`config.mk`:
```
export PLATFORM = sky130hd
export DESIGN_NAME = dma_speed_switch
export DESIGN_NICKNAME = d
export VERILOG_FILES = /design/src/rtl/dma_clk_pkg.sv /design/src/rtl/in_sync.sv /design/src/rtl/tick_gen.sv /design/src/rtl/cycle_track.sv /design/src/rtl/rate_sel.sv /design/src/rtl/dma_speed_switch.sv
export SDC_FILE = /design/constraint.sdc
export NUM_CORES = 1
export LEC_CHECK = 0
export CORE_AREA = 3 3 48 50
export CTS_CLUSTER_DIAMETER = 150
export CTS_CLUSTER_SIZE = 30
export DETAILED_ROUTE_END_ITERATION = 10
export DIE_AREA = 0 0 51 53
export DONT_BUFFER_PORTS = 1
export PLACE_DENSITY = 0.71
export SETUP_SLACK_MARGIN = 0.3
export SLEW_MARGIN = 20
export SYNTH_ARGS = -nofsm -noshare
export SYNTH_HDL_FRONTEND = slang
export SYNTH_SLANG_ARGS = --single-unit
```
`constraint.sdc`:
```
create_clock -name clk -period 2.1 [get_ports clk]
set_input_delay 0.105 -clock clk [delete_from_list [all_inputs] [get_ports clk]]
set_output_delay 0.105 -clock clk [all_outputs]
set_load 0.01 [all_outputs]
```
`src/rtl/dma_clk_pkg.sv`:
```
package dma_clk_pkg;
  typedef logic [2:0] bus_state_t;
  localparam bus_state_t ST_STROBE = 3'd2;  // state in which the strobe is first seen
  localparam bus_state_t ST_FAST   = 3'd4;  // first accelerated / terminated state
  localparam bus_state_t ST_LAST   = 3'd7;  // counter saturates here
endpackage

```
`src/rtl/in_sync.sv`:
```
module in_sync #(
  parameter int          W      = 1,
  parameter int          STAGES = 2,
  parameter logic [W-1:0] RST_VAL = '0
) (
  input  logic         clk,
  input  logic         rst,
  input  logic [W-1:0] d,
  output logic [W-1:0] q
);
  logic [W-1:0] stage [STAGES];

  generate
    for (genvar i = 0; i < STAGES; i++) begin : g_stage
      if (i == 0) begin : g_first
        always_ff @(posedge clk) begin
          if (rst) stage[0] <= RST_VAL;
          else     stage[0] <= d;
        end
      end else begin : g_next
        always_ff @(posedge clk) begin
          if (rst) stage[i] <= RST_VAL;
          else     stage[i] <= stage[i-1];
        end
      end
    end
  endgenerate

  assign q = stage[STAGES-1];
endmodule

```
`src/rtl/tick_gen.sv`:
```
module tick_gen (
  input  logic clk,
  input  logic rst,
  input  logic qa,
  input  logic qb,
  input  logic r7,
  output logic fast_tick,
  output logic slow_tick
);
  logic qa_d, qb_d, r7_d;

  always_ff @(posedge clk) begin
    if (rst) begin
      qa_d <= 1'b0;
      qb_d <= 1'b0;
      r7_d <= 1'b0;
    end else begin
      qa_d <= qa;
      qb_d <= qb;
      r7_d <= r7;
    end
  end

  assign fast_tick = (qa ^ qa_d) | (qb ^ qb_d);
  assign slow_tick = r7 & ~r7_d;

  // a normal tick never directly follows another one
  AST_SLOW_SPACED: assert property (@(posedge clk) disable iff (rst)
    slow_tick |=> !slow_tick);
endmodule

```
`src/rtl/cycle_track.sv`:
```
module cycle_track
  import dma_clk_pkg::*;
#(
  parameter int ADDR_W   = 3,
  parameter int FAST_MIN = 1,
  parameter int FAST_MAX = 4
) (
  input  logic              clk,
  input  logic              rst,
  input  logic              fast_tick,
  input  logic              accel,
  input  logic              as_n,
  input  logic              own_n,
  input  logic              rw,
  input  logic [ADDR_W-1:0] addr_hi,
  output logic              ovr_q,
  output logic              dtack_q,
  output logic              fast_win
);
  localparam logic [ADDR_W-1:0] LO = ADDR_W'(FAST_MIN);
  localparam logic [ADDR_W-1:0] HI = ADDR_W'(FAST_MAX);

  logic       as_act, as_prev, start, hit, qual_now, qual;
  bus_state_t st;

  assign as_act   = ~as_n;
  assign start    = as_act & ~as_prev;
  assign hit      = (addr_hi >= LO) && (addr_hi <= HI);
  assign qual_now = accel & ~own_n & ~rw & hit;

  always_ff @(posedge clk) begin
    if (rst) begin
      as_prev  <= 1'b0;
      st       <= ST_STROBE;
      qual     <= 1'b0;
      ovr_q    <= 1'b0;
      dtack_q  <= 1'b0;
      fast_win <= 1'b0;
    end else begin
      as_prev <= as_act;
      if (start) begin
        st   <= ST_STROBE;
        qual <= qual_now;
      end else if (!as_act) begin
        qual <= 1'b0;
      end else if (fast_tick && st != ST_LAST) begin
        st <= st + 3'd1;
      end
      ovr_q    <= as_act & (start ? qual_now : qual);
      dtack_q  <= as_act & ~start & qual & (st >= ST_FAST);
      fast_win <= as_act & ~start & qual & (st >= ST_FAST);
    end
  end

  AST_DTACK_NEEDS_OVR: assert property (@(posedge clk) disable iff (rst)
    dtack_q |-> ovr_q);
  AST_OVR_LEADS_DTACK: assert property (@(posedge clk) disable iff (rst)
    $rose(dtack_q) |-> $past(ovr_q));
  AST_RELEASE_ON_NEGATE: assert property (@(posedge clk) disable iff (rst)
    !as_act |=> (!ovr_q && !dtack_q));
  AST_NO_ACCEL_READ: assert property (@(posedge clk) disable iff (rst)
    (start && rw) |=> !ovr_q);
endmodule

```
`src/rtl/rate_sel.sv`:
```
module rate_sel (
  input  logic clk,
  input  logic rst,
  input  logic fast_tick,
  input  logic slow_tick,
  input  logic accel,
  input  logic fast_win,
  output logic scsi_en,
  output logic dmac_en
);
  logic fast_mode;

  always_ff @(posedge clk) begin
    if (rst) begin
      fast_mode <= 1'b0;
      scsi_en   <= 1'b0;
      dmac_en   <= 1'b0;
    end else begin
      if (slow_tick) fast_mode <= accel & fast_win;
      scsi_en <= accel ? fast_tick : slow_tick;
      dmac_en <= slow_tick | (fast_mode & fast_tick);
    end
  end

  AST_SWITCH_ALIGNED: assert property (@(posedge clk) disable iff (rst)
    (fast_mode != $past(fast_mode)) |-> $past(slow_tick));
  AST_DMAC_IN_SCSI: assert property (@(posedge clk) disable iff (rst)
    (dmac_en && accel && $past(accel)) |-> scsi_en);
  AST_OPEN_NO_FAST: assert property (@(posedge clk) disable iff (rst)
    (!accel && $past(!accel) && $past(!fast_mode)) |-> !fast_mode);
endmodule

```
`src/rtl/dma_speed_switch.sv`:
```
module dma_speed_switch #(
  parameter int ADDR_W      = 3,
  parameter int FAST_MIN    = 1,
  parameter int FAST_MAX    = 4,
  parameter int SYNC_STAGES = 2
) (
  input  logic              clk,
  input  logic              rst,
  input  logic              quad_a,
  input  logic              quad_b,
  input  logic              ref7,
  input  logic              speed_jumper,
  input  logic              as_n,
  input  logic              own_n,
  input  logic              rw,
  input  logic [ADDR_W-1:0] addr_hi,
  output logic              scsi_clk_en,
  output logic              dmac_clk_en,
  output logic              ovr_o,
  output logic              dtack_o
);
  localparam int IN_W = 7 + ADDR_W;
  // order: quad_a, quad_b, ref7, jumper, as_n, own_n, rw, addr
  localparam logic [IN_W-1:0] IN_RST = {4'b0000, 3'b111, {ADDR_W{1'b0}}};

  logic [IN_W-1:0]   raw, syn;
  logic              s_qa, s_qb, s_r7, s_jmp, s_as_n, s_own_n, s_rw;
  logic [ADDR_W-1:0] s_addr;
  logic              fast_tick, slow_tick, fast_win;

  assign raw = {quad_a, quad_b, ref7, speed_jumper, as_n, own_n, rw, addr_hi};

  in_sync #(.W(IN_W), .STAGES(SYNC_STAGES), .RST_VAL(IN_RST)) u_sync (
    .clk(clk), .rst(rst), .d(raw), .q(syn)
  );

  assign {s_qa, s_qb, s_r7, s_jmp, s_as_n, s_own_n, s_rw, s_addr} = syn;

  tick_gen u_ticks (
    .clk(clk), .rst(rst), .qa(s_qa), .qb(s_qb), .r7(s_r7),
    .fast_tick(fast_tick), .slow_tick(slow_tick)
  );

  cycle_track #(.ADDR_W(ADDR_W), .FAST_MIN(FAST_MIN), .FAST_MAX(FAST_MAX)) u_cyc (
    .clk(clk), .rst(rst), .fast_tick(fast_tick), .accel(s_jmp),
    .as_n(s_as_n), .own_n(s_own_n), .rw(s_rw), .addr_hi(s_addr),
    .ovr_q(ovr_o), .dtack_q(dtack_o), .fast_win(fast_win)
  );

  rate_sel u_rate (
    .clk(clk), .rst(rst), .fast_tick(fast_tick), .slow_tick(slow_tick),
    .accel(s_jmp), .fast_win(fast_win),
    .scsi_en(scsi_clk_en), .dmac_en(dmac_clk_en)
  );

  AST_RESET_QUIET: assert property (@(posedge clk)
    $past(rst) |-> (!ovr_o && !dtack_o && !scsi_clk_en && !dmac_clk_en));
endmodule

```
After elaboration in Yosys (flattened, before gate mapping)
Memory sizes are Yosys's and may differ from the RTL's.
Index checks and enable logic that the tools add are counted.
Widths: inputs -> output; s select.
{"block": "totals", "reg_bits": 13, "ram_bits": 20, "input_bits": 12, "out_inout_bits": 4, "n_memories": 1}
{"block": "op_classes", "add_sub_neg": 1, "n_lt_le_gt_ge": 3, "eq_ne": 1, "mux": 9, "n_bitwise": 23, "n_reduce_logical": 5}
{"name": "u_sync.stage", "depth": 2, "width": 10, "read_ports": 2, "rd_clocked_by_memory_dff": 0, "write_ports": 2, "line": "in_sync.sv:11", "source": "logic [W-1:0] stage [STAGES];"}
{"operator": "$mux 10", "n": 2}
{"operator": "$and 1x1->1", "n": 11}
{"operator": "$mux 1", "n": 7}
{"operator": "$not 1->1", "n": 6}
{"operator": "$or 1x1->1", "n": 4}
{"operator": "$add 3x1->3 const B", "n": 1}
{"operator": "$ge 3x1->1 const B", "n": 1}
{"operator": "$ge 3x3->1 const B", "n": 1}
{"operator": "$le 3x3->1 const B", "n": 1}
{"operator": "$ne 3x3->1 const B", "n": 1}
{"operator": "$logic_and 1x1->1", "n": 2}
{"operator": "$reduce_and 2->1", "n": 1}
{"operator": "$reduce_bool 2->1", "n": 1}
{"operator": "$reduce_or 2->1", "n": 1}
{"operator": "$xor 1x1->1", "n": 2}

Longest topological paths before layout
Gate-level depths: netlist (run 1).
{"block": "depth", "ltp_word": 6, "mapped_depth": 5, "depth_no_buf": 5}

Cells and area by module
Synthesis (run 1) repeated with hierarchy kept, for this count alone.
{"block": "unflattened", "hier_cells": 89, "area_unflattened_um2": 1049.8}
{"mod": "in_sync", "n_inst": 1, "cells_each": 42, "area_each_um2": 541.8}
{"mod": "cycle_track", "n_inst": 1, "cells_each": 27, "area_each_um2": 292.8}
{"mod": "tick_gen", "n_inst": 1, "cells_each": 10, "area_each_um2": 112.6}
{"mod": "rate_sel", "n_inst": 1, "cells_each": 10, "area_each_um2": 102.6}

Worst setup path before layout (run 1)
Ideal clock, no wire load.
{"block": "synth_timing", "path_type": "reg-to-reg", "startpoint": "register u_cyc.st[0]", "endpoint": "register u_cyc.st[0]", "arrival_time_ps": 1103, "t_required_ps": 2028, "slack_ps": 926, "path_stages_with_launch": 6, "path_buffers": 0, "synth_period_minus_slack_ps": 1174, "path_cell_list": "dfxtp_1 > ha_1 > ha_1 > nor2_1 > o21a_2 > mux2i_1"}
{"block": "synth_via", "elab_chain_len": 3, "word_cells_on_any_way": 4, "classes_between": "1 x add/sub; 1 x eq/ne; 2 x reduce/logical"}
{"item": "from (decl)", "line": "cycle_track.sv:24", "source": "bus_state_t st;"}
{"item": "from (signal assigned)", "line": "cycle_track.sv:47", "source": "st <= st + 3'd1;"}
{"item": "parallel branches: the longest is 3 deep, another holds $add 3x1->3"}
Several ways; the timed one is not identified.
A chain may end at the register's enable or synchronous reset.

==> flow_summary.toml, run 1 <==
[status]
status = "finished clean"

[critical_path]
cpPeakStageDelay_ps = 1140
critPathMaxFanout = 29
critPathRequiredTime_ps = 2320
cp.depth = 3
r2r_slack_ps = 750
crit_chain = "dlygate4sd3_1 > nor2_1 > and4_1"
critPathLaunchType = "primary input"
endpoint_kind = "flip-flop"
cp_data_arrival_time_ps = 1600
r2r_end = "u_cyc.st[2]"
path_buf_inv = 1
critPathKind = "primary input to flip-flop"
worstRegToRegCells = 5
crit_slowest_cell = "dlygate4sd3_1"
critPathLaunch = "rst"
reg2reg_from = "u_cyc.st[0]"
endpoint = "u_cyc.dtack_q"
critPathTopFamily = "buffers and inverters"

[run]
maxCapViolCount = 0

[synth]
synth.area.top_cells = "dfxtp_1 (63%), nor2b_1 (10%), or2_2 (4.2%), ha_1 (2.4%), mux2i_1 (1.9%)"
ys_ff_latch = 33
syn_nets = 106
synth_top_cell_area_share_pct = 63.1
syn_area_per_cell_um2 = 11.4
yosys.area.top_type = "dfxtp_1"
synthCells = 92
ys_warn_count = 0
synthDistinctLibCells = 23
yosysSeqAreaShare_pct = 63.1
syn-cell-area_um2 = 1050

[placed_design]
dp_slack_ps = 797
placement.io_buffers = 0
globalplace.congestion = 0.681
dpl.cell_count = 116
hpwl_um = 916

[worst_hold_path]
worstHoldPathType = "primary input to flip-flop"

[global_routing]
grt_pass1_wl_um = 2590
grt_pass1_vias = 621
antenna_found_initial = 0
grt_overflow_total = 0
grt_max_degree = 30
grt_use_total_pct = 14.3

[detailed_routing]
ant_nets = 0
wl_um = 1570
first_iter_violations = 11
wl_per_cell_um = 11.7
first_pass_iters = 4
drc_errors = 0
vias_per_cell = 4.81
routed-via-count = 645

[timing]
fin_tns_setup_ps = 0
drv_slew = 0
relSlewSlack_pct = 37.9
min_period_ps = 1380
rsz0062_at_grt = "no"
hold_violations = 0
period_share_pct = 65.8
clock.fmax_mhz = 724
finalSetupViolCount = 0
fin_ws_ps = 718
worstMarginPinSlew_ps = 928
fin_skew_ps = 2.17

[die]
pin_count = 16
dieArea_um2 = 2700
rows = 16
die_w_um = 51
die_h_um = 53
start_util_pct = 53.9
core_area_um2 = 1940

[power]
peakVddDrop_mv = 0.683
power.total_mw = 1.05
leakage_nw = 0.484
p_per_area_nw_per_um2 = 855

[clocking]
clk_path_buf_depth = 2
cts-root-buf = "clkbuf_4"
cts_resized = 0
clk_latency_ps = 320
numCtsBuffers = 5
clock-sinks = 33
cts_tree = "yes"
path_clk_slew_ps = 90
htree_levels = 2

[cells_and_area]
fin_cells = 134
n_antenna_cell = 0
syn_to_final_growth_pct = 17.7
final_nets = 121
layout-drive-gt1-share_pct = 15.0
fillCellCount = 165
[repair_timing]
action                    in CTS  in global routing
hold buffers                  11                  0
hold endpoints to repair      29                  0
setup buffers                  0                  0
[cell usage after synthesis (all sizes together)]
library cell,number
and4,1
mux2i,2
inv,1
o21ba,1
o21ai,3
or2,7
ha,2
o211ai,2
xor2,2
clkbuf,1
buf,2
nor2,2
dfxtp,33
nand4b,1
nor2b,17
a32oi,1
or3,1
nand2,4
nand2b,2
nor3,2
o21a,1
nor4b,1
a21oi,3
[worst min path at each step]
stage	start	end	cells after the start
after floorplan	rw	u_sync.stage[0][3]	1
after global placement	rst	u_rate.scsi_en	1
after detailed placement	rst	u_rate.dmac_en	1
after CTS	rst	u_cyc.st[1]	2
after global routing	rst	u_cyc.st[1]	2
final	rst	u_cyc.st[1]	2
[through the flow]
stage	util, %	hold slack [ps]	cell area (um^2)
floorplan	-	209	1050
global placement	55.0	178	1070
detailed placement	55.0	180	1070
CTS	63.5	45.0	1230
global route	63.5	43.1	1230
finish	63.5	59.8	1230
[kinds of logic (layout without fill, tap and decap cells)]
kind of cell	count (synthesis)	after routing	synth area share (%)
AND/OR/NAND/NOR	38	38	22.3
flip-flops	33	33	63.1
AO/OA/AOI/OAI	11	11	6.93
buffers and inverters	4	19	1.67
adder cells (fa/ha/maj)	2	2	2.39
XOR/XNOR	2	2	1.67
multiplexers	2	2	1.91
[routing by layer]
layer / up-vias / routed length (um) / GRT usage (%)
met2: 18 / 776 / 23.8
met4: 0 / 18 / 9.42
met3: 2 / 120 / 8.73
li1: 333 / - / -
met1: 292 / 651 / 13.0
met5: - / 0 / 0
[layout make-up]
| class | count | area [um^2] | share of cell area (%) |
|---|---|---|---|
| clock buffer | 7 | 55.1 | 4.47 |
| sequential | 33 | 661 | 53.6 |
| inverter | 1 | 3.75 | 0.305 |
| timing repair buffer | 11 | 110 | 8.93 |
| tap | 27 | 33.8 | 2.74 |
| multi-input combinational | 55 | 369 | 29.9 |
[cell usage in the layout (no fill, tap or decap), types with 2 or more instances in the layout]
| cell | n |
|---|---|
| a21oi_1 | 3 |
| xor2_1 | 2 |
| nor2_1 | 2 |
| nor2b_1 | 17 |
| nand2b_1 | 2 |
| dlygate4sd3_1 | 11 |
| nand2_1 | 4 |
| or2_2 | 7 |
| o211ai_1 | 2 |
| o21ai_0 | 3 |
| dfxtp_1 | 33 |
| mux2i_1 | 2 |
| ha_1 | 2 |
| nor3_1 | 2 |
| clkbuf_4 | 5 |
[power by group]
part           internal, mW  switching [mW]  total, mW
Sequential            0.648         0.00978      0.657
Clock                 0.158           0.185      0.343
Combinational        0.0319          0.0214     0.0533
[flip-flops by register name, summed over array words and instances (netlist names)]
register and flops:
u_cyc.as_prev 1, u_cyc.dtack_q 1, u_cyc.ovr_q 1, u_cyc.qual 1, u_cyc.st 3, u_rate.dmac_en 1, u_rate.fast_mode 1, u_rate.scsi_en 1
u_sync.stage 20, u_ticks.qa_d 1, u_ticks.qb_d 1, u_ticks.r7_d 1
No activity file was read; power rests on OpenSTA's default activity.
==> run 2: changes to the inputs <==
Settings changed: CORE_AREA 3 3 48 50 to 3 3 49 51, DIE_AREA 0 0 51 53 to 0 0 52 54.
Clock period 2.1 ns to 1.1 ns, I/O delays scaled along.
==> flow_summary.toml, run 2 (synthesis results as in run 1) <==
[clocking]
clock-sinks = 33
cts_tree = "yes"
cts-root-buf = "clkbuf_4"
clk_path_buf_depth = 2
cts_hold_buf = 10
htree_levels = 2
clk_latency_ps = 320
postCtsSetupRepairBufs = 0
numCtsBuffers = 5
path_clk_slew_ps = 90

[cells_and_area]
layout_commonest_cell = "dfxtp_1"
final_nets = 122
syn_to_final_growth_pct = 27.0
largest_reg_flops = 20
layout-drive-gt1-share_pct = 32.4
layout_common_cells = "dfxtp_1 (23), nor2b_1 (17), dlygate4sd3_1 (10), dfxtp_2 (10), or2_2 (6)"
largestRegisters = "u_sync.stage: 20 flops, u_cyc.st: 3 flops"
fillCellCount = 159
top_register = "u_sync.stage"
n_antenna_cell = 0

[critical_path]
critPathMaxFanout = 3
cp_data_arrival_time_ps = 1400
endpoint_kind = "flip-flop"
critPathLaunchType = "flip-flop"
worstRegToRegCells = 5
critPathRequiredTime_ps = 1350
critPathKind = "flip-flop to flip-flop"

[placed_design]
dp_slack_ps = -61.8
globalplace.congestion = 0.701
hpwl_um = 992
placement.io_buffers = 0

[global_routing]
antenna_found_initial = 0
grt_max_degree = 31
grt_pass1_vias = 655
grt_overflow_total = 0
grt_pass1_wl_um = 2660
grt_use_total_pct = 14.2

[detailed_routing]
wl_um = 1560
drc_errors = 0
routed-via-count = 650
wl_per_cell_um = 11.6
first_iter_violations = 2
vias_per_cell = 4.81
ant_nets = 0
first_pass_iters = 4

[die]
rows = 16
pin_count = 16
die_w_um = 52
start_util_pct = 52.8
die_h_um = 54
core_area_um2 = 1980
dieArea_um2 = 2810

[worst_hold_path]
hold_depth = 1
worstHoldPathType = "primary input to flip-flop"

[timing]
relSlewSlack_pct = 82.3
clock.fmax_mhz = 871
finalSetupViolCount = 3
fin_ws_ps = -47.9
min_period_ps = 1150
fin_skew_ps = 2.76
hold_slack_ps = -216
rsz0062_at_grt = "yes"
drv_slew = 0
hold_violations = 23
period_share_pct = 104
worstMarginPinSlew_ps = 265

[status]
failed_checks = "negative hold slack, negative setup slack"
status = "finished, violations left"

[run]
maxCapViolCount = 0

[power]
power.total_mw = 2.02
peakVddDrop_mv = 0.992
leakage_nw = 0.508
p_per_area_nw_per_um2 = 1520
==> run 2: cell types whose count changed in the layout (fill, tap and decap cells not counted), moves of 2 or more <==
cell	previous run	this run
dfxtp_2	0	10
xor2_1	2	0
ha_1	2	0
buf_4	0	2
ha_4	0	2
xor2_2	0	2
dfxtp_1	33	23
==> run 2: timing repair <==
item / CTS / global route
gates resized for setup: 8 / 5
hold endpoints to repair: 31 / 23
pin swaps: 7 / 3
setup endpoints to repair: 9 / 11
==> run 2: power by group <==
part	internal (mW)	switching [mW]	total, mW
Clock	0.301	0.349	0.650
Sequential	1.24	0.0237	1.26
Combinational	0.0713	0.0321	0.103
Total	1.61	0.404	2.02
==> run 2: through the flow <==
step	utilization [%]	instance area, um^2	setup TNS [ps]	instances
2_1_floorplan	-	1100	0	92
3_3_place_gp	57.1	1130	-78.5	118
3_5_place_dp	57.1	1130	-208	118
4_1_cts	66.4	1320	-93.4	135
5_1_grt	67.1	1330	-321	135
6_report	67.1	1330	-107	135
==> run 2: worst max-delay path: stages (launching register included) <==
cell	delay, ps
dfxtp_2	340
ha_4	160
ha_4	160
nor2_4	90
o21a_4	160
mux2i_1	170
==> run 2: per-layer routing <==
| layer | vias to the layer above | track usage, % | wire [um] |
|---|---|---|---|
| li1 | 331 | - | - |
| met1 | 297 | 12.8 | 625 |
| met2 | 16 | 24.1 | 792 |
| met3 | 6 | 9.14 | 109 |
| met4 | 0 | 7.86 | 36 |
| met5 | - | 0 | 0 |
==> run 2: area by class of cell <==
| type | instances | area, um^2 | share of cell area (%) |
|---|---|---|---|
| multi-input combinational | 55 | 449 | 33.8 |
| timing repair buffer | 12 | 115 | 8.65 |
| tap | 27 | 33.8 | 2.54 |
| clock buffer | 7 | 55.1 | 4.14 |
| sequential | 33 | 673 | 50.6 |
| inverter | 1 | 3.75 | 0.282 |
==> run 2: worst paths after layout <==
kind,slack [ps],startpoint,end
worst min-delay path,-220,rst,u_rate.scsi_en
worst max register to register,-50,u_cyc.st[1],u_cyc.st[0]
worst min register to register,420,u_sync.stage[0][5],u_sync.stage[1][5]
worst max-delay path,-50,u_cyc.st[1],u_cyc.st[0]
==> run 3: changes to the inputs <==
Settings changed: SYNTH_HIERARCHICAL set to 1.
==> flow_summary.toml, run 3 <==
[cells_and_area]
seq_area_um2 = 676
layout_commonest_cell = "dfxtp_1"
final_nets = 122
largestRegisters = "u_sync/stage: 20 flops, u_cyc/st: 3 flops"
n_antenna_cell = 0
syn_to_final_growth_pct = 28.6
layout-drive-gt1-share_pct = 32.4
layout_common_cells = "dfxtp_1 (23), nor2b_1 (15), dlygate4sd3_1 (10)"
fillCellCount = 143
multi_input_area_um2 = 447
largest_reg_flops = 20
top_register = "u_sync/stage"
fin_cells = 135
final_area_um2 = 1350

[placed_design]
placement.io_buffers = 0
globalplace.congestion = 0.647
placed_area_um2 = 1120
dpl.cell_count = 116

[critical_path]
critPathTopFamily = "flip-flops"
crit_slowest_cell = "dfxtp_2"
crit_chain = "ha_4 > ha_4 > nor3b_4 > nor2b_1 > a211o_1"
endpoint_kind = "flip-flop"
path_buf_inv = 0
cpPeakStageDelay_ps = 350
critPathLaunchType = "flip-flop"
worstRegToRegCells = 5
critPathRequiredTime_ps = 1320
cp.depth = 5
critPathKind = "flip-flop to flip-flop"
cp_data_arrival_time_ps = 1540
critPathMaxFanout = 4
cpMostUsedCell = "ha_4"

[synth]
async_flop_share_pct = 0
syn-cell-area_um2 = 1050
syn_nets = 103
synth.area.top_cells = "dfxtp_1 (63%), nor2b_1 (9.5%), or2_1 (3.6%), xnor2_1 (2.5%), ha_1 (2.4%)"
synthCells = 89
yosys.area.top_type = "dfxtp_1"
synthDistinctLibCells = 24
yosysSeqAreaShare_pct = 62.9
synth_edf_count = 0
synthFlopType = "dfxtp_1"
synth_top_cell_area_share_pct = 62.9
ys_top_cells_by_count = "dfxtp_1 (33), nor2b_1 (16), nor2_1 (6), or2_1 (6), xnor2_1 (3)"
ys_ff_latch = 33
ys_warn_count = 6
syn_area_per_cell_um2 = 11.8
yosys.cell_count.top_type = "dfxtp_1"

[die]
core_area_um2 = 1980
die_w_um = 52
rows = 16
dieArea_um2 = 2810
start_util_pct = 53.0
die_h_um = 54
pin_count = 16

[timing]
drv_slew = 0
period_share_pct = 120
rsz0062_at_grt = "yes"
fin_ws_ps = -220
worstMarginPinSlew_ps = 484
fin_skew_ps = 14.2
hold_slack_ps = 224
finalSetupViolCount = 3
fin_tns_setup_ps = -543
hold_violations = 0
relSlewSlack_pct = 67.8
min_period_ps = 1320
clock.fmax_mhz = 758

[detailed_routing]
wl_per_cell_um = 11.3
ant_nets = 0
vias_per_cell = 4.70
wl_um = 1520
routed-via-count = 635
drc_errors = 0
first_pass_iters = 2
first_iter_violations = 1

[clocking]
numCtsBuffers = 5
cts-root-buf = "clkbuf_4"
cts_tree = "yes"
clock-sinks = 33
htree_levels = 2
path_clk_slew_ps = 100
clk_path_buf_depth = 2
clk_latency_ps = 320

[global_routing]
grt_max_degree = 27
grt_pass1_vias = 625
antenna_found_initial = 0
grt_use_total_pct = 14.0
grt_pass1_wl_um = 2640
grt_overflow_total = 0

[power]
p_per_area_nw_per_um2 = 1500
power.total_mw = 2.03
peakVddDrop_mv = 1.15
leakage_nw = 0.506

[status]
failed_checks = "negative setup slack"
status = "finished, violations left"

[worst_hold_path]
hold_depth = 2
worstHoldPathType = "primary input to flip-flop"

[run]
maxCapViolCount = 0
-- run 3: changes by cell type after synthesis, sizes merged, moves of 2 or more --
cell / before / now
nor3: 2 / 0
and2b: 0 / 3
o211ai: 2 / 0
nor2: 2 / 6
xnor2: 0 / 3
nand3: 0 / 2
nand2: 4 / 2
-- run 3: worst paths after layout --
check	slack, ps	from	end
worst max-delay path	-220	u_cyc/st[0]	u_cyc/st[1]
worst min-delay path	220	rst	u_rate/fast_mode
worst max register to register	-220	u_cyc/st[0]	u_cyc/st[1]
worst min register to register	410	u_sync/stage[0][5]	u_sync/stage[1][5]
-- run 3: logic make-up (layout without fill, tap and decap cells) --
kind of cell             Yosys count  count (layout)  share of synthesized area [%]
XOR/XNOR                           4               4                           3.34
buffers and inverters              3              22                           2.26
flip-flops                        33              33                           62.9
adder cells (fa/ha/maj)            2               2                           2.38
AO/OA/AOI/OAI                      6               6                           3.81
multiplexers                       2               2                           1.91
AND/OR/NAND/NOR                   39              39                           23.4
-- run 3: per-layer routing --
metal / vias to the layer above / track usage (%) / share of wire, % / wire length (um)
met5: - / 0 / 0 / 0
met4: 0 / 9.17 / 0.92 / 14
met3: 2 / 6.93 / 5.8 / 88
met2: 14 / 24.1 / 52 / 798
met1: 299 / 13.1 / 41 / 620
li1: 320 / - / - / -
-- run 3: through the flow --
stage               worst slack (ps)  utilization (%)
floorplan                       -177                -
global placement                -200             56.3
detailed placement              -230             56.3
CTS                             -227             67.0
global route                    -306             68.1
finish                          -220             68.1
-- run 3: where the power goes --
group          leakage (nW)  internal [mW]  switching [mW]
sequential            0.273           1.24          0.0211
combinational         0.202         0.0806          0.0473
clock                0.0314          0.301           0.343
total                 0.506           1.62           0.412
-- run 3: final cells by class --
class                      count  area share [%]
tap                           27            2.50
sequential                    33            50.0
clock buffer                   7            4.08
multi-input combinational     53            33.1
timing repair buffer          15            10.3
-- run 3: what timing repair did --
item                       CTS  global route
gates resized for setup     16             9
cloned                       0             0
pin swaps                    5             3
setup buffers                1             0
hold buffers                11             0
setup endpoints to repair    9            32
hold endpoints to repair    32             0
